`src/rtl/wiper_cmd_pkg.sv`:
```
package wiper_cmd_pkg;

  // Command codes as decoded by the serial front end
  typedef enum logic [3:0] {
    CMD_NOP        = 4'd0,
    CMD_LOAD1      = 4'd1,
    CMD_SAVE1      = 4'd2,
    CMD_HALVE1     = 4'd3,
    CMD_HALVE_ALL  = 4'd4,
    CMD_DEC1       = 4'd5,
    CMD_DEC_ALL    = 4'd6,
    CMD_RELOAD_ALL = 4'd7,
    CMD_DOUBLE1    = 4'd8,
    CMD_DOUBLE_ALL = 4'd9,
    CMD_INC1       = 4'd10,
    CMD_INC_ALL    = 4'd11
  } qcmd_e;

  // Per-channel arithmetic selection
  typedef enum logic [2:0] {
    OP_HOLD, OP_INC, OP_DEC, OP_DBL, OP_HLV, OP_LOAD
  } step_op_e;

  typedef enum logic [1:0] {
    PH_IDLE, PH_RESTORE, PH_STORE
  } timer_phase_e;

endpackage

```
`src/rtl/wiper_step_unit.sv`:
```
module wiper_step_unit
  import wiper_cmd_pkg::*;
#(
  parameter int W = 8
) (
  input  step_op_e       op,
  input  logic [W-1:0]   cur,
  input  logic [W-1:0]   nv_val,
  output logic [W-1:0]   nxt
);

  localparam logic [W-1:0] FULL = {W{1'b1}};
  localparam logic [W-1:0] ONE  = {{(W-1){1'b0}}, 1'b1};

  function automatic logic [W-1:0] f_inc(input logic [W-1:0] v);
    return (v == FULL) ? FULL : v + ONE;
  endfunction

  function automatic logic [W-1:0] f_dec(input logic [W-1:0] v);
    return (v == '0) ? '0 : v - ONE;
  endfunction

  // +6 dB: zero seeds to one, a set top bit clamps, otherwise shift left
  function automatic logic [W-1:0] f_dbl(input logic [W-1:0] v);
    if (v == '0)   return ONE;
    if (v[W-1])    return FULL;
    return {v[W-2:0], 1'b0};
  endfunction

  function automatic logic [W-1:0] f_hlv(input logic [W-1:0] v);
    return {1'b0, v[W-1:1]};
  endfunction

  always_comb begin
    case (op)
      OP_INC:  nxt = f_inc(cur);
      OP_DEC:  nxt = f_dec(cur);
      OP_DBL:  nxt = f_dbl(cur);
      OP_HLV:  nxt = f_hlv(cur);
      OP_LOAD: nxt = nv_val;
      default: nxt = cur;
    endcase
  end

endmodule

```
`src/rtl/wiper_busy_timer.sv`:
```
module wiper_busy_timer
  import wiper_cmd_pkg::*;
#(
  parameter int RESTORE_CYCLES = 30000,
  parameter int STORE_CYCLES   = 2600000
) (
  input  logic clk,
  input  logic rst_n,
  input  logic start_store,
  input  logic start_reload,
  output logic busy,
  output logic load_all
);

  localparam int MAXC  = (RESTORE_CYCLES > STORE_CYCLES) ? RESTORE_CYCLES : STORE_CYCLES;
  localparam int CNT_W = $clog2(MAXC + 1);
  localparam logic [CNT_W-1:0] RLD_TOP = CNT_W'(RESTORE_CYCLES - 1);
  localparam logic [CNT_W-1:0] STO_TOP = CNT_W'(STORE_CYCLES - 1);

  timer_phase_e     phase_q;
  logic [CNT_W-1:0] cnt_q;

  always_ff @(posedge clk) begin
    if (!rst_n) begin
      phase_q <= PH_RESTORE;
      cnt_q   <= RLD_TOP;
    end else if (phase_q != PH_IDLE) begin
      if (cnt_q == '0) phase_q <= PH_IDLE;
      else             cnt_q   <= cnt_q - 1'b1;
    end else if (start_store) begin
      phase_q <= PH_STORE;
      cnt_q   <= STO_TOP;
    end else if (start_reload) begin
      phase_q <= PH_RESTORE;
      cnt_q   <= RLD_TOP;
    end
  end

  assign busy     = (phase_q != PH_IDLE);
  assign load_all = (phase_q == PH_RESTORE) && (cnt_q == '0);

  // a reload window always ends in an idle phase
  p_reload_ends_r10: assert property (@(posedge clk) disable iff (!rst_n)
    load_all |=> !busy);

  // a store never starts while another timed operation runs
  p_store_from_idle_r9: assert property (@(posedge clk) disable iff (!rst_n)
    ($rose(busy) && phase_q == PH_STORE) |-> $past(start_store));

endmodule

```
`src/rtl/wiper_cmd_engine.sv`:
```
module wiper_cmd_engine
  import wiper_cmd_pkg::*;
#(
  parameter int W              = 8,
  parameter int NCH            = 2,
  parameter int RESTORE_CYCLES = 30000,
  parameter int STORE_CYCLES   = 2600000,
  localparam int CH_W          = (NCH > 1) ? $clog2(NCH) : 1
) (
  input  logic                 clk,
  input  logic                 rst_n,
  input  logic                 cmd_valid,
  input  logic [3:0]           cmd_code,
  input  logic [CH_W-1:0]      cmd_ch,
  output logic                 busy,
  output logic [NCH*W-1:0]     wiper,
  input  logic [NCH*W-1:0]     nv_rd_data,
  output logic [NCH-1:0]       nv_wr_en,
  output logic [NCH*W-1:0]     nv_wr_data
);

  localparam logic [W-1:0] MID  = {1'b1, {(W-1){1'b0}}};
  localparam logic [W-1:0] FULL = {W{1'b1}};

  // Named internal events
  logic           accept;
  logic           start_store;
  logic           start_reload;
  logic           load_all;
  qcmd_e          code;
  step_op_e       op_sel;
  logic [NCH-1:0] mask_sel;
  logic [NCH-1:0] one_mask;
  logic [NCH-1:0] nv_wr_en_q;

  assign code         = qcmd_e'(cmd_code);
  assign accept       = cmd_valid && !busy;
  assign start_store  = accept && (code == CMD_SAVE1);
  assign start_reload = accept && (code == CMD_RELOAD_ALL);
  assign one_mask     = NCH'(1) << cmd_ch;

  always_comb begin
    op_sel   = OP_HOLD;
    mask_sel = '0;
    case (code)
      CMD_LOAD1:      begin op_sel = OP_LOAD; mask_sel = one_mask; end
      CMD_HALVE1:     begin op_sel = OP_HLV;  mask_sel = one_mask; end
      CMD_HALVE_ALL:  begin op_sel = OP_HLV;  mask_sel = '1;       end
      CMD_DEC1:       begin op_sel = OP_DEC;  mask_sel = one_mask; end
      CMD_DEC_ALL:    begin op_sel = OP_DEC;  mask_sel = '1;       end
      CMD_DOUBLE1:    begin op_sel = OP_DBL;  mask_sel = one_mask; end
      CMD_DOUBLE_ALL: begin op_sel = OP_DBL;  mask_sel = '1;       end
      CMD_INC1:       begin op_sel = OP_INC;  mask_sel = one_mask; end
      CMD_INC_ALL:    begin op_sel = OP_INC;  mask_sel = '1;       end
      default:        ;
    endcase
  end

  wiper_busy_timer #(
    .RESTORE_CYCLES (RESTORE_CYCLES),
    .STORE_CYCLES   (STORE_CYCLES)
  ) u_timer (
    .clk          (clk),
    .rst_n        (rst_n),
    .start_store  (start_store),
    .start_reload (start_reload),
    .busy         (busy),
    .load_all     (load_all)
  );

  logic [W-1:0] wiper_q [NCH];
  step_op_e     op_ch   [NCH];
  logic [W-1:0] nxt_ch  [NCH];

  for (genvar i = 0; i < NCH; i++) begin : g_ch
    assign op_ch[i] = load_all                 ? OP_LOAD :
                      (accept && mask_sel[i])  ? op_sel  : OP_HOLD;

    wiper_step_unit #(.W(W)) u_step (
      .op     (op_ch[i]),
      .cur    (wiper_q[i]),
      .nv_val (nv_rd_data[i*W +: W]),
      .nxt    (nxt_ch[i])
    );

    always_ff @(posedge clk) begin
      if (!rst_n) wiper_q[i] <= MID;
      else        wiper_q[i] <= nxt_ch[i];
    end

    assign wiper[i*W +: W]      = wiper_q[i];
    assign nv_wr_data[i*W +: W] = wiper_q[i];

    p_inc_ceiling_r3: assert property (@(posedge clk) disable iff (!rst_n)
      (op_ch[i] == OP_INC && wiper_q[i] == FULL) |=> wiper_q[i] == FULL);

    p_dec_floor_r4: assert property (@(posedge clk) disable iff (!rst_n)
      (op_ch[i] == OP_DEC && wiper_q[i] == '0) |=> wiper_q[i] == '0);

    p_double_grows_r5: assert property (@(posedge clk) disable iff (!rst_n)
      (op_ch[i] == OP_DBL && wiper_q[i] != FULL) |=> wiper_q[i] > $past(wiper_q[i]));

    p_halve_shrinks_r6: assert property (@(posedge clk) disable iff (!rst_n)
      (op_ch[i] == OP_HLV && wiper_q[i] != '0) |=> wiper_q[i] < $past(wiper_q[i]));

    p_untouched_r7: assert property (@(posedge clk) disable iff (!rst_n)
      (op_ch[i] == OP_HOLD) |=> $stable(wiper_q[i]));
  end

  always_ff @(posedge clk) begin
    if (!rst_n) nv_wr_en_q <= '0;
    else        nv_wr_en_q <= start_store ? one_mask : '0;
  end
  assign nv_wr_en = nv_wr_en_q;

  p_busy_refuses_r11: assert property (@(posedge clk) disable iff (!rst_n)
    (busy && !load_all) |=> $stable(wiper));

  p_strobe_single_r9: assert property (@(posedge clk) disable iff (!rst_n)
    (|nv_wr_en) |-> ($onehot0(nv_wr_en) && busy));

  p_strobe_pulse_r9: assert property (@(posedge clk) disable iff (!rst_n)
    (|nv_wr_en) |=> (nv_wr_en == '0));

  p_reload_values_r2: assert property (@(posedge clk) disable iff (!rst_n)
    load_all |=> (wiper == $past(nv_rd_data)));

endmodule

```
`config.mk`:
```
export PLATFORM = sky130hd
export DESIGN_NAME = wiper_cmd_engine
export DESIGN_NICKNAME = d
export VERILOG_FILES = /design/src/rtl/wiper_cmd_pkg.sv /design/src/rtl/wiper_step_unit.sv /design/src/rtl/wiper_busy_timer.sv /design/src/rtl/wiper_cmd_engine.sv
export SDC_FILE = /design/constraint.sdc
export NUM_CORES = 1
export LEC_CHECK = 0
export BUFFER_PORTS_ARGS = -buffer_cell sky130_fd_sc_hd__buf_2
export CAP_MARGIN = 20
export CORE_MARGIN = 1.5
export CORE_UTILIZATION = 58
export CTS_CLUSTER_DIAMETER = 200
export DETAILED_ROUTE_END_ITERATION = 12
export PLACE_DENSITY = 0.81
export SLEW_MARGIN = 15
export SYNTH_ARGS = -nofsm -noshare
export SYNTH_HDL_FRONTEND = slang
export SYNTH_HIERARCHICAL = 1
export SYNTH_SLANG_ARGS = --single-unit
```
`constraint.sdc`:
```
create_clock -name clk -period 4.44 [get_ports clk]
set_input_delay 0 -clock clk [delete_from_list [all_inputs] [get_ports clk]]
set_output_delay 0 -clock clk [all_outputs]
set_load 0.02 [all_outputs]
```
### Word-level counts from Yosys, hierarchy flattened

Memories as Yosys holds them, arrays and structs flattened.
Index checks and enable logic that the tools add are counted.

| cells by class | value |
|---|---|
| add/subtract/negate cells | 5 |
| equal/unequal tests | 26 |
| shift operators | 1 |
| muxes and demuxes | 42 |
| bitwise gates (word level) | 2 |
| reductions and logical operators | 21 |

Operators by type and width:

| operator | count |
|---|---|
| 8-bit two-way mux | 14 |
| 22-bit two-way mux | 4 |
| 8-bit case mux with 5 select lines | 2 |
| 22-bit logical NOT | 1 |
| 22-bit by 1-bit subtractor with 22-bit output (second input constant) | 1 |
| 8-bit by 1-bit adder with 8-bit output (second input constant) | 2 |
| 4-bit by 3-bit equality test with 1-bit output (second input constant) | 4 |
| 4-bit equality test (second input constant) | 4 |
| 8-bit equality test (second input constant) | 2 |
| 8-bit logical NOT | 2 |
| 8-bit by 1-bit subtractor with 8-bit output (second input constant) | 2 |
| 3-bit case mux with 5 select lines | 1 |
| 3-bit by 2-bit equality test with 1-bit output (second input constant) | 4 |
| 3-bit equality test (second input constant) | 4 |
| 1-bit two-way mux | 12 |
| 3-bit two-way mux | 4 |
| 4-bit by 2-bit equality test with 1-bit output (second input constant) | 2 |
| 2-bit two-way mux | 4 |
| 2-bit OR reduction | 4 |
| 3-bit by 1-bit equality test with 1-bit output (second input constant) | 2 |
| 1-bit logical AND | 6 |
| 2-bit AND reduction | 3 |
| 5-bit OR reduction | 1 |
| 4-bit by 1-bit equality test with 1-bit output (second input constant) | 1 |
| 10 further kinds | 11 |

| storage, ports and cells | value |
|---|---|
| flip-flop bits (word level) | 26 |
| memory bits (writable) | 16 |
| bits of input ports | 24 |
| output and inout port bits | 35 |
| logic and storage cells | 101 |
| memories kept | 1 |

Memories:

| memory | words | bits a word | rd ports | clocked after memory_dff | wr ports | line | text |
|---|---|---|---|---|---|---|---|
| wiper_q | 2 | 8 | 2 | 0 | 2 | wiper_cmd_engine.sv:71 | `logic [W-1:0] wiper_q [NCH];` |

### Logic depth before layout (Yosys ltp)

Gate-level depths: netlist of the first run.

| depth | value |
|---|---|
| depth after elaboration | 14 |
| depth in mapped cells | 16 |
| gate-level depth less buffers | 15 |

### By module

Netlist of the first run, hierarchy kept.

By module, submodules not included:

| module | instances | cells each | area an instance (sq um) | sequential area each (sq um) |
|---|---|---|---|---|
| wiper_step_unit | 2 | 133 | 867.1 | 0.0 |
| wiper_busy_timer | 1 | 168 | 1350.0 | 480.5 |
| wiper_cmd_engine | 1 | 83 | 817.0 | 360.3 |

### Least setup slack after synthesis of the first run

No wires, ideal clock.

| timing | value |
|---|---|
| path kind | flip-flop to flip-flop |
| start point | register u_timer.cnt_q[0] |
| end point | memory wiper_q[0][5] |
| setup time | 0.115 ns |
| arrival time | 3.311 ns |
| required time | 4.325 ns |
| path slack | 1.014 ns |
| stages on the path, launching flop included | 14 |
| buffers on the path | 1 |
| clock period less this slack | 3.426 ns |
| cells stage by stage | dfxtp_1 inv_1 ha_1 or4b_4 nor2_1 nand4_1 nor3b_1 o21bai_1 buf_6 nor3_1 a21oi_1 inv_1 a2111o_1 and2_1 |

RTL lines:

| item | line | text |
|---|---|---|
| from (decl) | wiper_busy_timer.sv:21 | `logic [CNT_W-1:0] cnt_q;` |
| from (signal assigned) | wiper_busy_timer.sv:29 | `else cnt_q <= cnt_q - 1'b1;` |
| to (decl) | wiper_cmd_engine.sv:71 |  |

==> results of run 1 <==
## metal layers
metal,part of all wire [%],vias up
met5,0,-
met4,2.0,0
met3,8.2,26
met2,47,232
met1,42,1880
li1,-,1939
## cell families (layout without fill, tap and decap cells)
kind of cell               after synthesis  count (layout)
and+or+nand+nor                        209             209
AOI/OAI and AO/OA                      171             171
buffers and inverters                   72              94
DFF                                     42              42
xor gates and xnor gates                11              11
adders and majority gates                7               7
muxes                                    5               5
## worst register-to-register path: stages, from the launching register on
cell	delay, ns
dfxtp_1	0.41
inv_1	0.07
ha_1	0.23
or4b_4	0.22
nor2_1	0.03
buf_4	0.16
nand4_1	0.24
nor3b_1	0.15
nor3b_1	0.21
o31ai_1	0.12
nor2_1	0.79
nand2b_1	0.28
a31oi_1	0.35
nand2b_1	0.15
o311a_1	0.37
a21oi_1	0.13
and2_1	0.14
## power by group
group          switching [mW]  internal, mW  leakage (nW)
clock                   0.128         0.111        0.0452
combinational          0.0221        0.0174          1.24
sequential            0.00310         0.379         0.339
total                   0.153         0.507          1.62
## flip-flops by register name, summed over array words and instances (netlist names)
| signal | flops |
|---|---|
| u_timer/cnt_q | 22 |
| wiper_q | 16 |
| nv_wr_en | 2 |
| u_timer/phase_q | 2 |
## through the flow
stage               util, %  power [mW]  std cells  cell area (µm²)  hold WS (ns)
CTS                    63.1       0.667        616             4050         0.152
floorplan                 -       0.410        517             3900        0.0730
detailed placement     61.6       0.428        607             3950         0.295
global route           63.1       0.685        616             4060         0.208
finish                 63.1       0.660        616             4060         0.155
global placement       61.6       0.427        607             3950         0.286
## area by class of cell
| type | instances | area (µm²) | area share [%] |
|---|---|---|---|
| Clock buffer | 6 | 72.6 | 1.79 |
| Clock inverter | 2 | 13.8 | 0.339 |
| Inverter | 18 | 67.6 | 1.67 |
| Tap cell | 77 | 96.3 | 2.38 |
| Multi-Input combinational cell | 403 | 2600 | 64.0 |
| Timing Repair Buffer | 68 | 368 | 9.07 |
| Sequential cell | 42 | 841 | 20.7 |
## synthesized netlist by cell type, types with 4 or more instances
library cell	instances	area, µm²
a21oi_1	43	215
nand4_1	5	31.3
o21bai_1	4	30.0
buf_2	9	45.0
and2_1	16	100
o21a_1	7	52.6
nor4_1	5	31.3
buf_4	17	128
nand2_1	41	154
nand3_1	14	70.1
and3_1	14	87.6
inv_1	17	63.8
nor3_1	20	100
o221ai_1	7	61.3
a31oi_1	11	68.8
o21ai_0	38	190
buf_6	6	67.6
nor2_1	29	109
o211ai_1	8	60.1
a21o_1	4	30.0
nor3b_1	10	75.1
dfxtp_1	42	841
xnor2_1	5	43.8
clkbuf_8	6	82.6
nor2b_1	5	31.3
o31ai_1	4	30.0
nand2b_1	14	87.6
clkbuf_1	11	41.3
nand3b_1	8	60.1
xor2_1	6	52.6
ha_1	7	87.6
o22ai_1	6	37.5
a21boi_0	7	52.6
## path summary, 6_finish.rpt
| path | slack (ns) | to | cells past startpoint | start |
|---|---|---|---|---|
| setup / recovery | 0.33 | wiper_q[0][6] | 16 | u_timer/cnt_q[0] |
| hold / removal | 0.16 | wiper_q[0][0] | 4 | nv_rd_data[0] |
| setup reg to reg | 0.33 | wiper_q[0][6] | 16 | u_timer/cnt_q[0] |
| hold reg to reg | 0.46 | u_timer/phase_q[0] | 2 | u_timer/phase_q[0] |
## repair_timing
item,CTS,global route
resized for setup,0,1
endpoints found under the setup margin,0,1
hold buffers,1,0
endpoints found under the hold margin,1,0
setup buffers,0,0
==> impl_metrics.csv, run 1 <==
group,metric,value,unit
status,status,"finished with violations",
status,violations,"design-rule violations",
critical_path,required,4.68,ns
critical_path,path_delay_family,"simple AND/OR/NAND/NOR gates",
sta,fin_ws,0.334,ns
worst_hold_path,hold_class,"primary input to register",
synth,async_flop_share,0,%
drt,dr.pass1.iters,9,
critical_path,cp_slowest_cell,"nor2_1",
floorplanning,ios,59,
drt,routed-via-count,4077,
sta,worst_slew_pin_slew,1.02,ns
global_route,grt_use_met3,3.02,%
critical_path,crit_type,"register to register",
place,portBuffers,58,
synth,synth_edf_count,0,
layout,drive_gt1_share,18.0,%
clocking,cts_root_buf,"clkbuf_8",
synth,synth_top_family_by_area,"simple AND/OR/NAND/NOR gates",
synth,yosys-mux-area-fraction,1.38,%
power,power_density,163,mW/mm²
synth,yosysWarnings,6,
synth,ys_seq_area_share,21.6,%
critical_path,crit_path_start_kind,"register",
drt,viasPerCell,6.62,
synth,synth.avg_cell_area,7.55,µm²
place,pre_cts_slack,0.440,ns
critical_path,cp_cell_sequence,"inv_1 -> ha_1 -> or4b_4 -> nor2_1 -> buf_4 -> nand4_1 -> nor3b_1 -> nor3b_1 -> o31ai_1 -> nor2_1 -> nand2b_1 -> a31oi_1 -> nand2b_1 -> o311a_1 -> a21oi_1 -> and2_1",
clocking,cts.sinks,42,
sta,min_period_over_period,92.5,%
clocking,clkTransAtPathRegs,0.08,ns
drt,wl,10.1,mm
clocking,cts-htree-levels,2,
sta,rsz0062_at_grt,"no",
sta,hold_viol_final,0,
clocking,clk_latency,0.29,ns
place,hpwl,7.09,mm
global_route,grt.total_usage,27.8,%
layout,final_common_cell,"buf_2",
global_route,overflow,0,
critical_path,critPathArrivalTime,4.34,ns
sta,period_needed,4.11,ns
clocking,clk_path_buf_depth,2,
layout,num_antenna_cells,0,
synth,synth_flop_cell,"dfxtp_1",
sta,clock.fmax,244,MHz
critical_path,crit_path_end_kind,"register",
global_route,grt_pass1_vias,3606,
synth,synth-xor-area-share,2.47,%
layout,layout_common_cells,"buf_2, a21oi_1, dfxtp_1",
sta,setup_viol,0,
floorplanning,start_util,60.7,%
power,p_leak,1.62,nW
critical_path,max_stage_delay,0.79,ns
run,max-cap-violations,0,
sta,slew_viol_final,0,
place,place_congestion,0.955,
floorplanning,rows,29,
global_route,grtUsageMet1,37.9,%
drt,drt_iter0_drc,344,
layout,final_nets,569,
clocking,cts_tree,"built",
clocking,numCtsBuffers,5,
global_route,antenna_found_initial,0,
floorplanning,die_y,85.0,µm
sta,skew,0.00675,ns
synth,synthSimpleGateAreaFrac,31.6,%
drt,ant_nets,0,
synth,synth.distinct_cells,73,
global_route,top_usage_layer,"met2",
layout,nFillCells,589,
floorplanning,core_area,0.00642,mm²
synth,syn-cell-area,0.00390,mm²
floorplanning,die_w,85.0,µm
synth,ys_seq_elements,42,
synth,postSynthCellCount,517,
sta,tns,0,ns
power,ir_drop,136,µV
critical_path,path_buf_inv,2,
global_route,grt_use_met2,45.8,%
synth,synth_nets,548,
layout,syn_to_final_growth,3.94,%
floorplanning,die-area,0.00723,mm²
sta,slew_headroom,31.9,%
critical_path,crit_fanout,14,
synth,synth_compound_area_share,28.7,%
drt,routedWlPerCell,16.4,µm
synth,synth_adder_area_share,2.25,%
drt,drc,8,
global_route,grt_max_degree,37,
global_route,grt_pass1_wl,16.7,mm
(Power assumes the default switching activity.)
==> inputs of run 2 (changes only) <==
--- a/config.mk
+++ b/config.mk
@@ -7,7 +7,7 @@
 export LEC_CHECK = 0
 export BUFFER_PORTS_ARGS = -buffer_cell sky130_fd_sc_hd__buf_2
 export CAP_MARGIN = 20
-export CORE_MARGIN = 1.5
+export CORE_MARGIN = 8
 export CORE_UTILIZATION = 58
 export CTS_CLUSTER_DIAMETER = 200
 export DETAILED_ROUTE_END_ITERATION = 12
==> impl_metrics.csv, run 2 (synthesis gave the netlist of run 1 again) <==
group,metric,value,unit
status,status,"finished clean",
critical_path,path_buf_inv,2,
global_route,overflow,0,
clocking,clk_latency,0.30,ns
layout,final_area,0.00408,mm²
place,pre_cts_slack,0.636,ns
clocking,cts_tree,"built",
clocking,clk_path_buf_depth,2,
layout,final_nets,569,
layout,largest_register_ffs,22,
clocking,postCtsSetupBuffers,0,
global_route,grt_max_degree,37,
floorplanning,core_area,0.00664,mm²
drt,routedWlPerCell,17.2,µm
power,ir_drop,135,µV
drt,viasPerCell,6.47,
critical_path,crit_top_cell,"nor3b_1",
clocking,clkTransAtPathRegs,0.08,ns
critical_path,cp_slowest_cell,"nor3b_1",
floorplanning,die_w,98.0,µm
layout,syn_to_final_growth,4.46,%
global_route,grt_pass1_wl,17.9,mm
critical_path,critPathArrivalTime,4.24,ns
layout,final_common_cell,"buf_2",
place,postPlaceCellArea,0.00397,mm²
clocking,cts-htree-levels,2,
layout,utilization,61.3,%
sta,hold_viol_final,0,
critical_path,path_delay_family,"simple AND/OR/NAND/NOR gates",
sta,skew,0.00503,ns
critical_path,required,4.69,ns
sta,period_needed,3.98,ns
layout,top_register,"u_timer/cnt_q",
critical_path,crit_path_end_kind,"register",
sta,slew_headroom,38.9,%
clocking,numCtsBuffers,5,
clocking,cts_resized,0,
clocking,cts_hold_buffers,0,
critical_path,max_stage_delay,0.58,ns
critical_path,crit_path_start_kind,"register",
sta,clock.fmax,251,MHz
drt,ant_nets,0,
layout,reg.largest.list,"u_timer/cnt_q: 22 flops, wiper_q: 16 flops",
power,power,0.727,mW
run,max-cap-violations,0,
layout,drive_gt1_share,18.0,%
drt,wl,10.6,mm
floorplanning,rows,30,
floorplanning,die_y,98.0,µm
power,p_leak,1.63,nW
place,dp.cells,611,
worst_hold_path,hold_class,"primary input to register",
global_route,top_usage_layer,"met2",
sta,fin_ws,0.455,ns
global_route,grt.total_usage,21.9,%
layout,final-instance-count-excl-fill,619,
sta,whs,0.00972,ns
power,power_density,178,mW/mm²
sta,worst_slew_pin_slew,0.913,ns
drt,drc,0,
sta,min_period_over_period,89.7,%
sta,slew_viol_final,0,
global_route,grt_use_met3,4.98,%
global_route,grt_use_met2,36.2,%
floorplanning,ios,59,
global_route,grtUsageMet1,26.8,%
critical_path,crit_fanout,14,
sta,rsz0062_at_grt,"no",
sta,tns,0,ns
clocking,cts_root_buf,"clkbuf_8",
global_route,antenna_found_initial,0,
sta,setup_viol,0,
place,hpwl,7.55,mm
global_route,grt_pass1_vias,3755,
critical_path,crit_type,"register to register",
layout,num_antenna_cells,0,
drt,routed-via-count,4006,
drt,drt_iter0_drc,289,
place,place_congestion,0.927,
place,portBuffers,58,
critical_path,cp_cell_sequence,"inv_1 -> ha_1 -> or4b_4 -> nor2_1 -> buf_4 -> nand4_1 -> nor3b_1 -> nor3b_1 -> o31ai_1 -> nor2_1 -> nor3b_1 -> and3_1 -> nand2b_1 -> o21ai_0 -> o221ai_1 -> and2_1",
floorplanning,start_util,58.7,%
clocking,cts.sinks,42,
layout,layout_common_cells,"buf_2, a21oi_1, dfxtp_1",
drt,dr.pass1.iters,5,
floorplanning,die-area,0.00961,mm²
run 2: changes by cell type in the layout (fill, tap and decap cells not counted), sizes merged:
cell	before	now
bufinv	0	1
clkinv	2	0
clkinvlp	0	1
buf	67	68
dlygate4sd3	1	0
run 2: where the power goes:
| group | total [mW] | internal, mW | leakage, nW | switching (mW) |
|---|---|---|---|---|
| clock network | 0.307 | 0.168 | 0.0514 | 0.139 |
| registers | 0.382 | 0.378 | 0.339 | 0.00326 |
| logic | 0.0378 | 0.0166 | 1.23 | 0.0212 |
| total | 0.727 | 0.563 | 1.63 | 0.164 |
run 2: per-layer routing:
metal / routed length [µm] / part of all wire [%]
met4: 199 / 1.9
met5: 0 / 0
met1: 4480 / 42
met2: 5070 / 48
met3: 886 / 8.3
run 2: path summary, 6_finish.rpt:
path	slack [ns]	cells after the start	end	startpoint
hold / removal	0.01	2	nv_wr_en[1]	cmd_ch
hold reg to reg	0.46	2	u_timer/cnt_q[16]	u_timer/cnt_q[16]
setup reg to reg	0.46	16	wiper_q[1][3]	u_timer/cnt_q[0]
setup / recovery	0.46	16	wiper_q[1][3]	u_timer/cnt_q[0]
run 2: final cells by class:
cell class / count / area, µm²
Tap cell: 80 / 100
Clock buffer: 6 / 72.6
Sequential cell: 42 / 841
Timing Repair Buffer: 68 / 365
Multi-Input combinational cell: 403 / 2590
Inverter: 18 / 67.6
Fill cell: 627 / 2570
Clock inverter: 2 / 37.5
==> inputs of run 3 (changes only) <==
--- a/config.mk
+++ b/config.mk
@@ -8,12 +8,11 @@
 export BUFFER_PORTS_ARGS = -buffer_cell sky130_fd_sc_hd__buf_2
 export CAP_MARGIN = 20
 export CORE_MARGIN = 8
-export CORE_UTILIZATION = 58
+export CORE_UTILIZATION = 62
 export CTS_CLUSTER_DIAMETER = 200
 export DETAILED_ROUTE_END_ITERATION = 12
-export PLACE_DENSITY = 0.81
+export PLACE_DENSITY = 0.86
 export SLEW_MARGIN = 15
 export SYNTH_ARGS = -nofsm -noshare
 export SYNTH_HDL_FRONTEND = slang
-export SYNTH_HIERARCHICAL = 1
 export SYNTH_SLANG_ARGS = --single-unit
==> constraint.sdc (replaced) <==
create_clock -name clk -period 4.8 [get_ports clk]
set_input_delay 0 -clock clk [delete_from_list [all_inputs] [get_ports clk]]
set_output_delay 0 -clock clk [all_outputs]
set_load 0.02 [all_outputs]
==> impl_metrics.csv, run 3 <==
group,metric,value,unit
status,status,"finished with violations",
status,violations,"negative hold slack",
global_route,antenna_found_initial,0,
synth,synthTopCellsByArea,"dfxtp_1, a21oi_1, nand2_1, o21ai_0, nor2_1",
place,place_congestion,0.985,
floorplanning,die-area,0.00873,mm²
drt,drt_iter0_drc,451,
sta,setup_viol,0,
global_route,grt_pass1_vias,3686,
clocking,cts_root_buf,"clkbuf_8",
synth,postSynthCellCount,506,
worst_hold_path,hold_class,"primary input to register",
clocking,cts_hold_buffers,5,
critical_path,crit_fanout,17,
synth,synth_nets,536,
layout,top_register,"u_timer.cnt_q",
sta,slew_headroom,25.9,%
sta,skew,0.00932,ns
critical_path,critPathArrivalTime,2.93,ns
place,hpwl,7.92,mm
synth,yosysTopAreaCell,"dfxtp_1",
synth,async_flop_share,0,%
layout,utilization,68.0,%
layout,num_antenna_cells,0,
power,p_leak,1.53,nW
power,p_switching,0.194,mW
clocking,cts-htree-levels,2,
synth,synth_most_common_cell,"nand2_1",
sta,clock.fmax,363,MHz
floorplanning,die_w,93.4,µm
synth,yosys-top-cells-count,"nand2_1, a21oi_1, dfxtp_1",
critical_path,crit_type,"register to register",
global_route,overflow,0,
synth,ys_seq_area_share,22.6,%
layout,reg.largest.list,"u_timer.cnt_q: 22 flops, wiper_q: 16 flops",
sta,hold_viol_final,1,
synth,ys_seq_elements,42,
power,ir_drop,131,µV
floorplanning,start_util,63.5,%
layout,layout_common_cells,"buf_2, nand2_1, a21oi_1",
clocking,clkTransAtPathRegs,0.09,ns
floorplanning,die_y,93.4,µm
synth,synth_edf_count,0,
clocking,clk_latency,0.30,ns
sta,tns,0,ns
critical_path,crit_path_start_kind,"register",
floorplanning,ios,59,
synth,synth_flop_cell,"dfxtp_1",
power,internal_power,0.497,mW
clocking,postCtsSetupBuffers,0,
clocking,cts_resized,0,
drt,viasPerCell,6.89,
sta,whs,-0.00283,ns
drt,routedWlPerCell,18.8,µm
synth,synth.distinct_cells,83,
global_route,grt.total_usage,24.8,%
power,power_density,174,mW/mm²
power,clockPowerShare,36.1,%
clocking,cts.sinks,42,
synth,syn-cell-area,0.00372,mm²
floorplanning,rows,28,
floorplanning,core_area,0.00585,mm²
power,power.share.switching,28.1,%
power,pwr-share-seq,52.2,%
critical_path,required,4.98,ns
synth,synth.avg_cell_area,7.35,µm²
drt,ant_nets,0,
clocking,cts_tree,"built",
global_route,grt_max_degree,23,
sta,rsz0062_at_grt,"no",
critical_path,crit_path_end_kind,"register",
drt,wl,11.3,mm
sta,slew_viol_final,0,
run,max-cap-violations,0,
layout,syn_to_final_growth,7.03,%
synth,synth_top_area_share,22.6,%
drt,dr.pass1.iters,6,
layout,largest_register_ffs,22,
synth,yosysWarnings,0,
drt,drc,0,
sta,period_needed,2.75,ns
layout,final_nets,557,
global_route,grt_pass1_wl,18.1,mm
sta,min_period_over_period,57.3,%
power,p_comb_share,11.7,%
place,portBuffers,58,
clocking,numCtsBuffers,5,
clocking,clk_path_buf_depth,2,
sta,worst_slew_pin_slew,1.11,ns
layout,drive_gt1_share,17.8,%
drt,routed-via-count,4156,
layout,final_common_cell,"buf_2",
## run 3: cell types whose count changed after synthesis, sizes merged, moves of 6 or more
cell / before / now
a211oi: 3 / 9
and2: 16 / 4
and3: 15 / 7
inv: 18 / 11
nand2: 41 / 57
nor2: 30 / 37
nor3b: 10 / 1
o21ai: 40 / 47
## run 3: cell families after synthesis
logic type	synth area share, %
xor gates and xnor gates	3.06
and+or+nand+nor	29.5
AOI/OAI and AO/OA	33.3
muxes	0.875
buffers and inverters	8.62
adders and majority gates	2.02
DFF	22.6
## run 3: worst paths after layout
kind	start	slack [ns]	endpoint	cells past startpoint
setup / recovery	u_timer.phase_q[0]	2.05	u_timer.cnt_q[13]	6
hold reg to reg	u_timer.cnt_q[4]	0.50	u_timer.cnt_q[4]	2
hold / removal	nv_rd_data[9]	-0.003	wiper_q[1][1]	3
setup reg to reg	u_timer.phase_q[0]	2.05	u_timer.cnt_q[13]	6
## run 3: final cells by class
| cell class | count | area (µm²) |
|---|---|---|
| clock buffers | 6 | 82.6 |
| clock inverters | 2 | 12.5 |
| flip-flops and latches | 42 | 841 |
| repair buffers | 64 | 348 |
| fillers | 512 | 1870 |
| multi-input cells | 402 | 2560 |
| inverters | 12 | 45.0 |
| well taps | 75 | 93.8 |
## run 3: per-stage QoR
stage,power [mW],std cells,setup WS (ns),area (µm²)
global placement,0.442,590,2.26,3830
global route,0.711,603,1.90,3980
floorplan,0.420,506,2.55,3720
detailed placement,0.444,590,2.17,3830
CTS,0.690,603,2.15,3980
finish,0.692,603,2.05,3980
## run 3: power groups by stage
stage	Sequential [mW]	Clock [mW]	Combinational [mW]
2_1_floorplan	0.366	0	0.0537
5_1_grt	0.362	0.261	0.0876
3_5_place_dp	0.369	0	0.0752
4_1_cts	0.360	0.251	0.0786
6_report	0.361	0.250	0.0806
3_3_place_gp	0.369	0	0.0731
## run 3: worst max-delay path, cell delays in order (launching register included)
cell	delay, ns
dfxtp_1	0.36
nor2_1	0.86
inv_2	0.25
a41o_1	0.47
nor4_1	0.44
xnor2_1	0.17
nand2_1	0.07
## run 3: per-layer routing
| metal | vias to the layer above | share of wire [%] | global-route usage (%) |
|---|---|---|---|
| met5 | - | 0 | 0 |
| met4 | 0 | 1.2 | 7.52 |
| met3 | 23 | 11 | 4.33 |
| met2 | 289 | 47 | 40.7 |
| met1 | 1918 | 41 | 32.1 |
| li1 | 1926 | - | - |
